`src/rtl/pcut_pkg.sv`:
```
package pcut_pkg;

  typedef enum logic {
    PC_IDLE = 1'b0,
    PC_CUT  = 1'b1
  } pc_state_e;

endpackage

```
`src/rtl/pcut_rst_sync.sv`:
```
module pcut_rst_sync #(
  parameter int STAGES = 2
) (
  input  logic clk,
  input  logic arst_n,
  output logic rst_n_o
);

  logic [STAGES-1:0] sync_q;
  logic [STAGES-1:0] sync_d;

  always_comb begin
    sync_d = {sync_q[STAGES-2:0], 1'b1};
  end

  always_ff @(posedge clk or negedge arst_n) begin
    if (!arst_n) begin
      sync_q <= '0;
    end else begin
      sync_q <= sync_d;
    end
  end

  assign rst_n_o = sync_q[STAGES-1];

endmodule

```
`src/rtl/pcut_dncnt.sv`:
```
module pcut_dncnt #(
  parameter int W = 8
) (
  input  logic         clk,
  input  logic         rst_n,
  input  logic         load_i,
  input  logic [W-1:0] load_val_i,
  input  logic         dec_i,
  output logic         last_o
);

  localparam logic [W-1:0] ONE = {{(W-1){1'b0}}, 1'b1};

  logic [W-1:0] cnt_q;
  logic [W-1:0] cnt_d;

  always_comb begin
    cnt_d = cnt_q;
    if (load_i) begin
      cnt_d = load_val_i;
    end else if (dec_i && (cnt_q != '0)) begin
      cnt_d = cnt_q - ONE;
    end
  end

  always_ff @(posedge clk or negedge rst_n) begin
    if (!rst_n) begin
      cnt_q <= '0;
    end else begin
      cnt_q <= cnt_d;
    end
  end

  // Zero or one left: the next enabled tick ends the window.
  assign last_o = (cnt_q <= ONE);

endmodule

```
`src/rtl/pcut_order_trk.sv`:
```
module pcut_order_trk (
  input  logic clk,
  input  logic rst_n,
  input  logic track_i,
  input  logic uv_i,
  input  logic pon_i,
  output logic recover_o
);

  logic seen_q;
  logic seen_d;

  // Remembers an undervoltage rise seen during the cut; a fall clears it.
  always_comb begin
    seen_d = track_i & uv_i;
  end

  always_ff @(posedge clk or negedge rst_n) begin
    if (!rst_n) begin
      seen_q <= 1'b0;
    end else begin
      seen_q <= seen_d;
    end
  end

  assign recover_o = track_i & seen_q & uv_i & pon_i;

endmodule

```
`src/rtl/pcut_guard.sv`:
```
module pcut_guard
  import pcut_pkg::*;
#(
  parameter int CNT_W       = 8,
  parameter int SYNC_STAGES = 2
) (
  input  logic             clk,
  input  logic             arst_n,
  input  logic             act_mode_i,
  input  logic             sup_uv_ok_i,
  input  logic             sup_pon_ok_i,
  input  logic [CNT_W-1:0] dur_cfg_i,
  input  logic             tick_i,
  input  logic             exp_w1s_i,
  output logic             cut_active_o,
  output logic             req_off_o,
  output logic             req_cold_o,
  output logic             survive_ok_o
);

  logic      rst_n;
  pc_state_e state_q, state_d;
  logic      off_q, off_d;
  logic      cold_q, cold_d;
  logic      ok_q, ok_d;
  logic      in_cut;
  logic      start;
  logic      last;
  logic      expire;
  logic      recover;

  pcut_rst_sync #(.STAGES(SYNC_STAGES)) u_rst (
    .clk     (clk),
    .arst_n  (arst_n),
    .rst_n_o (rst_n)
  );

  pcut_dncnt #(.W(CNT_W)) u_cnt (
    .clk        (clk),
    .rst_n      (rst_n),
    .load_i     (start),
    .load_val_i (dur_cfg_i),
    .dec_i      (in_cut & tick_i),
    .last_o     (last)
  );

  pcut_order_trk u_trk (
    .clk       (clk),
    .rst_n     (rst_n),
    .track_i   (in_cut),
    .uv_i      (sup_uv_ok_i),
    .pon_i     (sup_pon_ok_i),
    .recover_o (recover)
  );

  assign in_cut = (state_q == PC_CUT);
  assign start  = !in_cut && act_mode_i && !sup_uv_ok_i;
  assign expire = in_cut && tick_i && last;

  always_comb begin
    state_d = state_q;
    off_d   = 1'b0;
    cold_d  = 1'b0;
    unique case (state_q)
      PC_IDLE: begin
        if (start) state_d = PC_CUT;
      end
      PC_CUT: begin
        if (recover) begin
          state_d = PC_IDLE;
          cold_d  = 1'b1;
        end else if (expire) begin
          state_d = PC_IDLE;
          off_d   = 1'b1;
        end
      end
      default: state_d = PC_IDLE;
    endcase
    if (off_d) begin
      ok_d = 1'b0;
    end else if (exp_w1s_i) begin
      ok_d = 1'b1;
    end else begin
      ok_d = ok_q;
    end
  end

  always_ff @(posedge clk or negedge rst_n) begin
    if (!rst_n) begin
      state_q <= PC_IDLE;
      off_q   <= 1'b0;
      cold_q  <= 1'b0;
      ok_q    <= 1'b1;
    end else begin
      state_q <= state_d;
      off_q   <= off_d;
      cold_q  <= cold_d;
      ok_q    <= ok_d;
    end
  end

  assign cut_active_o = in_cut;
  assign req_off_o    = off_q;
  assign req_cold_o   = cold_q;
  assign survive_ok_o = ok_q;

endmodule

```
`config.mk`:
```
export PLATFORM = sky130hd
export DESIGN_NAME = pcut_guard
export DESIGN_NICKNAME = d
export VERILOG_FILES = /design/src/rtl/pcut_pkg.sv /design/src/rtl/pcut_rst_sync.sv /design/src/rtl/pcut_dncnt.sv /design/src/rtl/pcut_order_trk.sv /design/src/rtl/pcut_guard.sv
export SDC_FILE = /design/constraint.sdc
export NUM_CORES = 1
export LEC_CHECK = 0
export BUFFER_PORTS_ARGS = -buffer_cell sky130_fd_sc_hd__clkbuf_2
export CORE_ASPECT_RATIO = 1.25
export CORE_MARGIN = 1.5
export CORE_UTILIZATION = 39
export CTS_BUF_LIST = sky130_fd_sc_hd__clkbuf_16
export CTS_CLUSTER_DIAMETER = 60
export DETAILED_ROUTE_END_ITERATION = 12
export PLACE_DENSITY = 0.64
export SLEW_MARGIN = 30
export SYNTH_ARGS = -nofsm -noshare
export SYNTH_HDL_FRONTEND = slang
export SYNTH_SLANG_ARGS = --single-unit
```
`constraint.sdc`:
```
create_clock -name clk -period 0.8 [get_ports clk]
set_input_delay 0.16 -clock clk [delete_from_list [all_inputs] [get_ports clk]]
set_output_delay 0.16 -clock clk [all_outputs]
set_load 0.05 [all_outputs]
```
After elaboration in Yosys (flattened, before gate mapping)

Cells that the tools add are included.

Output and inout port bits: 4
Word-level logic and storage cells: 38
Register bits: 15
Input bits: 15

Reductions and logical operators: 10
Muxes and demuxes: 13
$lt $le $gt $ge: 1
Bitwise gates (word level): 6
Add/subtract/negate cells: 1

Operators with widths:

| operator              | number |
|---|---|
| $mux W8               | 2 |
| $mux W1               | 10 |
| $le A8 B1 Y1 const B  | 1 |
| $reduce_bool A8 Y1    | 1 |
| $sub A8 B1 Y8 const B | 1 |
| $and A1 B1 Y1         | 5 |
| $logic_and A1 B1 Y1   | 5 |
| $reduce_bool A2 Y1    | 2 |
| $logic_not A1 Y1      | 2 |
| $pmux W1 S2           | 1 |
| $not A1 Y1            | 1 |

Depth between registers and ports, before layout

Gate-level depths: netlist (run 1).

Depth in word-level cells: 6
Mapped depth: 6
Mapped depth without buffers: 6

Cells and area by module

From an unflattened synthesis (run 1), not the netlist that was laid out.

Cells, all modules: 83
Area total of the unflattened synthesis: 830.8 sq um

By module, submodules not included:

| module         | area an instance (sq um) | times used | sequential area each (sq um) | cells an instance |
|---|---|---|---|---|
| pcut_dncnt     | 569.3                    | 1          | 200.2                        | 65 |
| pcut_guard     | 166.4                    | 1          | 101.3                        | 12 |
| pcut_rst_sync  | 53.8                     | 1          | 50.0                         | 3 |
| pcut_order_trk | 41.3                     | 1          | 25.0                         | 3 |

Worst setup path before layout (run 1)

No wires, ideal clock.

Path kind: register -> register
From: reg u_cnt.cnt_q[0]
To: reg u_cnt.cnt_q[6]
Period minus slack after synthesis: 1.878 ns
Setup time: 0.126 ns
Data required time: 0.674 ns
Path slack: -1.078 ns
Arrival: 1.752 ns
Cell stages (with the launch flop): 6
Cells stage by stage: dfrtp_1 inv_1 ha_1 or3b_1 or4_1 a311o_1

Cells in the longest elaborated chain, start to end: 3
Elaborated cells between the ends (all ways): 6
Those cells by class: add/sub: 1; mux: 2; reduce/logical: 3

Ends and longest elaborated chain:

| what                                                       | RTL line                           | text |
|---|---|---|
| start: declaration                                         | pcut_dncnt.sv:14                   | `logic [W-1:0] cnt_q;` |
| start signal: assignment                                   | pcut_dncnt.sv:30                   | `cnt_q <= cnt_d;` |
| $sub A8 B1 Y8 / $reduce_bool A8 Y1 (equally long branches) | pcut_dncnt.sv:22, pcut_dncnt.sv:21 |  |
| $mux W8 / $logic_and A1 B1 Y1 (equally long branches)      | pcut_dncnt.sv:21                   | `end else if (dec_i && (cnt_q != '0)) begin` |
| $mux W8 / $reduce_bool A2 Y1 (equally long branches)       | n/a                                |  |

Several ways; a longest one is shown, not always the timed one. The select of a mux whose other input is x is not followed.
A chain may end at the register's enable or synchronous reset.

Final worst setup path (run 1)

Ends and elaborated chain as after synthesis.

==> results.cfg, run 1 <==
[global_route]
grt_pass1_wl_mm = 3.68
grt_antenna_before_repair = 0
grt-ovfl-total = 0
grtUsageTotal = 0.227
grt_max_degree = 14
grt_pass1_vias = 859

[cts]
cts.clk_slew.worst_paths_ps = 50
clkLatencyLatePin_ps = 250
cts_tree = done
cts.path.max_buffers = 2
h-tree-depth = 1
cts_buffers = 3
cts.sinks = 15
cts_root_buffer = clkbuf_16

[synthesis]
ys_seq_elements = 15
synthFlopType = dfrtp_1
postSynth.asyncResetShare = 1.00
syn-num-nets = 99
synth-edff-count = 0
ys_seq_area_frac = 0.481
avgSynthCellArea_sq_um = 9.67
syn_inst = 81
syn_area_sq_um = 783
synth_warnings = 0
synth_cell_types = 31

[timing]
grt_setup_unrepaired = true
final.period_utilization = 2.31
period_minus_slack_ps = 1850
fmax_ghz = 0.542
setup_violations = 17
fin_tns_setup_ps = -10140
setup_ws_ps = -1050
skew_ps = 5.40
whs_ps = 112
finalHoldViolCount = 0
drv_slew = 0

[final_layout]
fin_area_sq_um = 1420
syn2layout_area_growth_pct = 81.8
nNetsFinal = 154
fillers = 126
layout_commonest_cell = buf_4
mostFrequentLayoutCells = 26 x buf_4, 14 x clkbuf_2, 12 x dfrtp_1
diodes = 0
drive_gt1_frac = 0.570
multi_input_comb_area_sq_um = 495
post-route-util = 0.778
regArea_sq_um = 379
layout.cells.non_filler = 154

[place]
dp.final_hpwl_mm = 1.52
gp_congestion = 0.858
dp_cells = 141
io_buffers = 18
placed_area_sq_um = 1120
place_ws_ps = -1100

[drt]
drcViolationCount = 0
drt-initial-drc-count = 11
via_count = 833
firstDrtPassIters = 4
antenna_left = 0
routedWlPerCell_microns = 15.9
routed_via_density = 5.41
finalWirelength_mm = 2.45

[floorplanning]
die_w_microns = 43.1
num_rows = 17
ios = 19
fp.coreArea_sq_um = 1830
die-height_microns = 53.1
die-area_sq_um = 2290
initial_core_util = 0.428

[hold_path]
hold_class = primary input to register
hp-start = dur_cfg_i[2]

[run]
maxCapViolations = 0

[pwr]
pwr_density_cell_nw_per_um2 = 3780
power_leakage_nw = 0.682
vdd_ir_drop_max_mv = 2.65
p_total_mw = 5.38

[critical_path]
path_class = register to register
cp-end-kind = register
critical_path_arrival_ps = 1970
cp-start-kind = register
worstPathRequired_ps = 930
cp-startpoint = u_cnt.cnt_q[0]$_DFFE_PN0P_
cp_max_fo = 2
reg2reg_from = u_cnt.cnt_q[0]$_DFFE_PN0P_

[outcome]
status = complete, but fails checks
violations = negative setup slack
cells in the mapped netlist (2+ instances only):
library cell / instances / area, sq um
inv_1: 3 / 11.3
o21ai_1: 2 / 10.0
a211oi_1: 2 / 15.0
and2_1: 3 / 18.8
clkbuf_1: 2 / 7.51
nand3_1: 4 / 20.0
nand4_1: 2 / 12.5
a21oi_1: 3 / 15.0
o21ai_0: 2 / 10.0
nor2_1: 9 / 33.8
ha_1: 3 / 37.5
nand2_1: 10 / 37.5
dfrtp_1: 14 / 350
nor3_1: 2 / 10.0
xnor2_1: 3 / 26.3
nor3b_1: 2 / 15.0
critical path, stage by stage, from the launching register on:
cell and delay (ps):
dfrtp_1 390, inv_2 90, ha_4 130, or3b_4 390, or4_4 440, a311o_1 280
cell families after synthesis:
family,share of synthesized area
xor+xnor,0.0336
mux,0.0128
compound gates,0.128
flops,0.481
fa+ha+maj,0.0479
simple gates,0.268
buf+inv,0.0240
other cells,0.00479
layer usage:
metal	global-route usage	vias up	wire (microns)
met2	0.423	26	1360
met3	0.0546	9	98
li1	-	392	-
met5	0	-	0
met4	0.111	0	93
met1	0.234	406	905
worst paths after layout:
check | endpoint | cells past startpoint | slack, ps
max | u_cnt.cnt_q[6]$_DFFE_PN0P_ | 5 | -1050
min | u_cnt.cnt_q[2]$_DFFE_PN0P_ | 3 | 110
max reg2reg | u_cnt.cnt_q[6]$_DFFE_PN0P_ | 5 | -1050
min reg2reg | u_cnt.cnt_q[3]$_DFFE_PN0P_ | 1 | 170
max in group asynchronous | survive_ok_o$_DFFE_PN1P_ | 1 | 400
min in group asynchronous | u_cnt.cnt_q[3]$_DFFE_PN0P_ | 1 | 170
report_power, final:
part	internal [mW]	total [mW]	switching, mW	leakage, nW
Clock	0.669	1.01	0.337	0.0409
Sequential	1.03	1.29	0.258	0.180
Combinational	1.69	3.09	1.40	0.461
Total	3.39	5.38	2.00	0.682
final cells by class:
type,instances,share of cell area
clock buffer,3,0.0527
timing repair buffer,52,0.305
clock inverter,1,0.00351
multi-input combinational,61,0.348
inverter,3,0.00791
tap,19,0.0167
sequential,15,0.266
what timing repair did:
| action | CTS | global route |
|---|---|---|
| setup buffers | 4 | 5 |
| endpoints found under the setup margin | 17 | 17 |
| hold buffers | 1 | 0 |
| gates cloned | 0 | 0 |
| endpoints found under the hold margin | 2 | 0 |
| gates resized for setup | 24 | 11 |
| pin swaps | 13 | 2 |
flip-flops by register name, summed over array words and instances (netlist names):
name          flops
u_rst.sync_q      2
req_cold_o        1
u_trk.seen_q      1
req_off_o         1
survive_ok_o      1
u_cnt.cnt_q       8
cut_active_o      1
Note: power is estimated with default switching activity, not from simulation.
==> inputs of run 2 (changes only) <==
Settings changed: CELL_PAD_IN_SITES_DETAIL_PLACEMENT set to 1, CELL_PAD_IN_SITES_GLOBAL_PLACEMENT set to 2, CORE_UTILIZATION 39 to 28, PLACE_DENSITY 0.64 to 0.73.
==> results.cfg, run 2 (synthesis results as in run 1) <==
[final_layout]
fin_area_sq_um = 1510
layout.cells.non_filler = 170
syn2layout_area_growth_pct = 92.5
nNetsFinal = 155
drive_gt1_frac = 0.618
reg_top3 = u_cnt.cnt_q (8), u_rst.sync_q (2)
layout_commonest_cell = buf_4
regMostFlops = u_cnt.cnt_q
largest_reg_flops = 8
mostFrequentLayoutCells = 25 x buf_4, 14 x clkbuf_2, 12 x dfrtp_1
diodes = 0

[pwr]
switching_share = 0.386
pwr-share-comb = 0.586
clockPowerShare = 0.177
p_sw_mw = 2.20
vdd_ir_drop_max_mv = 1.57
internal_power_mw = 3.49
pwr-share-seq = 0.236
power_leakage_nw = 0.706
pwr_density_cell_nw_per_um2 = 3780

[critical_path]
worstPathRequired_ps = 930
cp_max_fo = 2
cp-end-kind = register
reg2reg_depth = 5
critical_path_arrival_ps = 1950
cp-start-kind = register
path_class = register to register

[drt]
drcViolationCount = 0
routedWlPerCell_microns = 16.7
finalWirelength_mm = 2.83
routed_via_density = 4.76
via_count = 809
drt-initial-drc-count = 2
antenna_left = 0
firstDrtPassIters = 4

[place]
io_buffers = 18
gp_congestion = 0.834
dp_cells = 157
dp.final_hpwl_mm = 1.81
placed_area_sq_um = 1140

[cts]
h-tree-depth = 1
cts_root_buffer = clkbuf_16
cts_tree = done
cts.path.max_buffers = 2
cts.clk_slew.worst_paths_ps = 50
cts.sinks = 15
cts_buffers = 3
clkLatencyLatePin_ps = 250

[global_route]
grt_antenna_before_repair = 0
grt_pass1_wl_mm = 4.73
grt-ovfl-total = 0
grtUsageTotal = 0.204
grt_max_degree = 10
grt_pass1_vias = 986

[run]
maxCapViolations = 0

[timing]
period_minus_slack_ps = 1820
drv_slew = 0
setup_violations = 17
grt_setup_unrepaired = true
skew_ps = 4.42
finalHoldViolCount = 0
fmax_ghz = 0.550
setup_ws_ps = -1020
final.period_utilization = 2.27

[hold_path]
hold_class = primary input to register
holdPathStages = 3

[floorplanning]
fp.coreArea_sq_um = 2680
die_w_microns = 50.3
num_rows = 21
die-area_sq_um = 3130
initial_core_util = 0.292
ios = 19
die-height_microns = 62.1

[outcome]
violations = negative setup slack
status = complete, but fails checks
[run 2: path summary, 6_finish.rpt]
kind | endpoint | slack, ps | startpoint
max | u_cnt.cnt_q[6]$_DFFE_PN0P_ | -1020 | u_cnt.cnt_q[0]$_DFFE_PN0P_
max in group asynchronous | survive_ok_o$_DFFE_PN1P_ | 430 | u_rst.sync_q[1]$_DFF_PN0_
min reg2reg | u_trk.seen_q$_DFF_PN0_ | 170 | u_rst.sync_q[1]$_DFF_PN0_
min | u_cnt.cnt_q[1]$_DFFE_PN0P_ | 120 | dur_cfg_i[1]
min in group asynchronous | u_trk.seen_q$_DFF_PN0_ | 170 | u_rst.sync_q[1]$_DFF_PN0_
max reg2reg | u_cnt.cnt_q[6]$_DFFE_PN0P_ | -1020 | u_cnt.cnt_q[0]$_DFFE_PN0P_
[run 2: power by group through the flow]
stage	clock, mW	sequential, mW	combinational [mW]
final	1.01	1.35	3.34
after global routing	1.05	1.39	3.60
after detailed placement	0	1.28	2.21
after global placement	0	1.27	2.11
after CTS	1.02	1.32	2.92
after floorplan	0	1.49	0.937
[run 2: area by class of cell]
type	instances	area [sq um]
well taps	34	42.5
multi-input cells	61	546
inverters	3	11.3
clock buffers	3	75.1
flip-flops and latches	15	379
repair buffers	53	449
fillers	305	1170
clock inverters	1	5.00
[run 2: critical path, stage by stage, from the launching register on]
cell and delay (ps):
dfrtp_1 380, inv_2 90, ha_4 130, or3b_4 370, or4_4 430, a311o_1 280
[run 2: repair_timing]
item	in CTS	in global routing
hold endpoints to repair	2	0
buffers inserted	6	4
setup endpoints to repair	17	17
hold buffers	1	0
pin swaps	19	12
gates cloned	0	0
gates resized for setup	32	15
[run 2: routing by layer]
layer	vias to the layer above	routed length (microns)	track usage
li1	395	-	-
met1	394	1080	0.225
met2	15	1620	0.375
met3	5	84	0.0361
met4	0	48	0.0811
met5	-	0	0
[run 2: per-stage QoR]
stage	power (mW)	setup TNS [ps]	hold WS [ps]	setup slack [ps]	utilization
2_1_floorplan	2.43	-7100	-136	-1080	-
3_3_place_gp	3.38	-8770	-55.1	-1030	0.427
3_5_place_dp	3.49	-9300	-49.8	-1110	0.427
4_1_cts	5.26	-9710	120	-1000	0.530
5_1_grt	6.04	-11280	132	-1090	0.563
6_report	5.70	-10130	119	-1020	0.563
==> inputs of run 3 (changes only) <==
Settings changed: ABC_AREA set to 1, CORE_UTILIZATION 28 to 27, PLACE_DENSITY 0.73 to 0.72.
==> results.cfg, run 3 <==
[cts]
h-tree-depth = 1
cts.sinks = 15
clkLatencyLatePin_ps = 250
cts_buffers = 3
cts_root_buffer = clkbuf_16
cts.clk_slew.worst_paths_ps = 50
cts_tree = done
cts.path.max_buffers = 2

[timing]
fmax_ghz = 0.764
fin_tns_setup_ps = -6230
grt_setup_unrepaired = true
setup_violations = 17
period_minus_slack_ps = 1310
final.period_utilization = 1.64
finalHoldViolCount = 0
setup_ws_ps = -508
drv_slew = 0
skew_ps = 0.724
whs_ps = 135

[critical_path]
max_stage_delay_ps = 410
critical_path_arrival_ps = 1440
cp-end-kind = register
path_class = register to register
cp-start-kind = register
reg2reg_from = u_cnt.cnt_q[1]$_DFFE_PN0P_
crit_path_cell_trace = inv_4 -> ha_4 -> nand2_4 -> o21ai_4 -> nand2_8 -> nand3_2 -> nand3_2
cp_common_cell = nand3_2
cp-startpoint = u_cnt.cnt_q[1]$_DFFE_PN0P_
slowest_stage = dfrtp_1
worstPathRequired_ps = 930
cp_max_fo = 12

[global_route]
grt_pass1_vias = 957
grtUsageTotal = 0.160
grt_pass1_wl_mm = 4.21
grt_max_degree = 14
grt_antenna_before_repair = 0
grt-ovfl-total = 0

[synthesis]
postSynth.asyncResetShare = 1.00
syn_inst = 111
synth.mux.area_fraction = 0
yosys.area_share.simple = 0.345
synth_top_area_frac = 0.382
syn-num-nets = 129
yosysTopAreaCell = dfrtp_1
synthTopCellsByArea = dfrtp_1 38%, nand2_1 8.6%, nand3_2 6.5%
synthAdderAreaFrac = 0.0409
synth_common_cells = 21 x nand2_1, 15 x inv_1, 14 x dfrtp_1, 10 x nor2_1, 9 x nand3_1
synthFlopType = dfrtp_1
avgSynthCellArea_sq_um = 8.26
syn_area_sq_um = 917
synth-edff-count = 0
synth_cell_types = 22
ys_seq_area_frac = 0.411
ys_seq_elements = 15
synth.most_common_cell = nand2_1
synthXorXnorAreaFrac = 0
synth_compound_area_frac = 0.116
synth_top_family_by_area = simple AND/OR/NAND/NOR gates
synth_warnings = 0

[drt]
firstDrtPassIters = 3
drt-initial-drc-count = 6
finalWirelength_mm = 2.57
via_count = 860
routed_via_density = 4.50
routedWlPerCell_microns = 13.4
antenna_left = 0
drcViolationCount = 0

[final_layout]
regArea_sq_um = 378
multi_input_comb_area_sq_um = 567
nNetsFinal = 173
fin_area_sq_um = 1460
largest_reg_flops = 8
drive_gt1_frac = 0.558
regMostFlops = u_cnt.cnt_q
mostFrequentLayoutCells = 20 x nand2_1, 20 x buf_4, 14 x clkbuf_2
layout.cells.non_filler = 191
diodes = 0
syn2layout_area_growth_pct = 59.1
reg_top3 = u_cnt.cnt_q (8), u_rst.sync_q (2)
fillers = 376

[floorplanning]
die-height_microns = 68.2
fp.coreArea_sq_um = 3220
initial_core_util = 0.285
num_rows = 23
die-area_sq_um = 3760
die_w_microns = 55.1
ios = 19

[pwr]
power_leakage_nw = 0.723
pwr_density_cell_nw_per_um2 = 3800
p_total_mw = 5.55
vdd_ir_drop_max_mv = 1.88

[place]
placed_area_sq_um = 1220
io_buffers = 18
dp.final_hpwl_mm = 1.90
gp_congestion = 0.769
dp_cells = 184

[hold_path]
hp-start = exp_w1s_i
hold_class = primary input to register

[run]
maxCapViolations = 0

[outcome]
status = complete, but fails checks
violations = negative setup slack
-- run 3: cell count changes after synthesis, moves of 4 or more --
cell | before | now
nand2_1 | 10 | 21
nand3_2 | 0 | 6
nand3_1 | 4 | 9
nand2_2 | 0 | 5
o21ai_0 | 2 | 8
inv_1 | 3 | 15
o21ai_2 | 0 | 4
-- run 3: area by class of cell --
| class | instances | share of cell area |
|---|---|---|
| Clock buffer | 3 | 0.0515 |
| Sequential cell | 15 | 0.259 |
| Clock inverter | 1 | 0.00343 |
| Tap cell | 37 | 0.0317 |
| Timing Repair Buffer | 41 | 0.221 |
| Multi-Input combinational cell | 78 | 0.389 |
| Inverter | 16 | 0.0446 |
-- run 3: logic make-up after synthesis --
family | Yosys count
flip-flops | 15
other | 1
AND/OR/NAND/NOR | 59
buffers and inverters | 18
AO/OA/AOI/OAI | 15
adder cells (fa/ha/maj) | 3
-- run 3: timing repair --
item                                   4_1_cts  5_1_grt
pin swaps                                    4        2
resized for setup                           25       10
setup endpoints to repair                   17       17
buffers inserted                             2        0
endpoints found under the hold margin        2        0
hold buffers                                 1        0
-- run 3: worst paths after layout --
path / to / slack (ps) / cells after the start
min: survive_ok_o$_DFFE_PN1P_ / 140 / 3
max in group asynchronous: survive_ok_o$_DFFE_PN1P_ / 380 / 1
max: u_cnt.cnt_q[6]$_DFFE_PN0P_ / -510 / 7
min in group asynchronous: u_cnt.cnt_q[7]$_DFFE_PN0P_ / 180 / 1
min reg2reg: u_cnt.cnt_q[7]$_DFFE_PN0P_ / 180 / 1
max reg2reg: u_cnt.cnt_q[6]$_DFFE_PN0P_ / -510 / 7
-- run 3: layer usage --
metal,vias up,GRT usage,wire length [microns]
li1,436,-,-
met1,396,0.168,1010
met2,20,0.302,1410
met3,8,0.0153,69
met4,0,0.0823,74
met5,-,0,0
-- run 3: metrics by stage --
stage / utilization / setup slack (ps)
after global routing: 0.453 / -572
after floorplan: - / -539
after detailed placement: 0.380 / -549
after global placement: 0.380 / -538
final: 0.453 / -508
after CTS: 0.445 / -506
-- run 3: power breakdown --
group | switching, mW | internal (mW) | leakage (nW) | total (mW)
sequential | 0.244 | 1.03 | 0.184 | 1.27
clock | 0.322 | 0.668 | 0.0409 | 0.990
combinational | 1.76 | 1.53 | 0.498 | 3.28
total | 2.32 | 3.22 | 0.723 | 5.55
-- run 3: worst max-delay path, delay by kind of cell, from the launching register on --
family                     cells  cell delay [ps]
DFF                            1              410
and+or+nand+nor                4              330
AOI/OAI and AO/OA              1              190
adders and majority gates      1              150
buffers and inverters          1              110
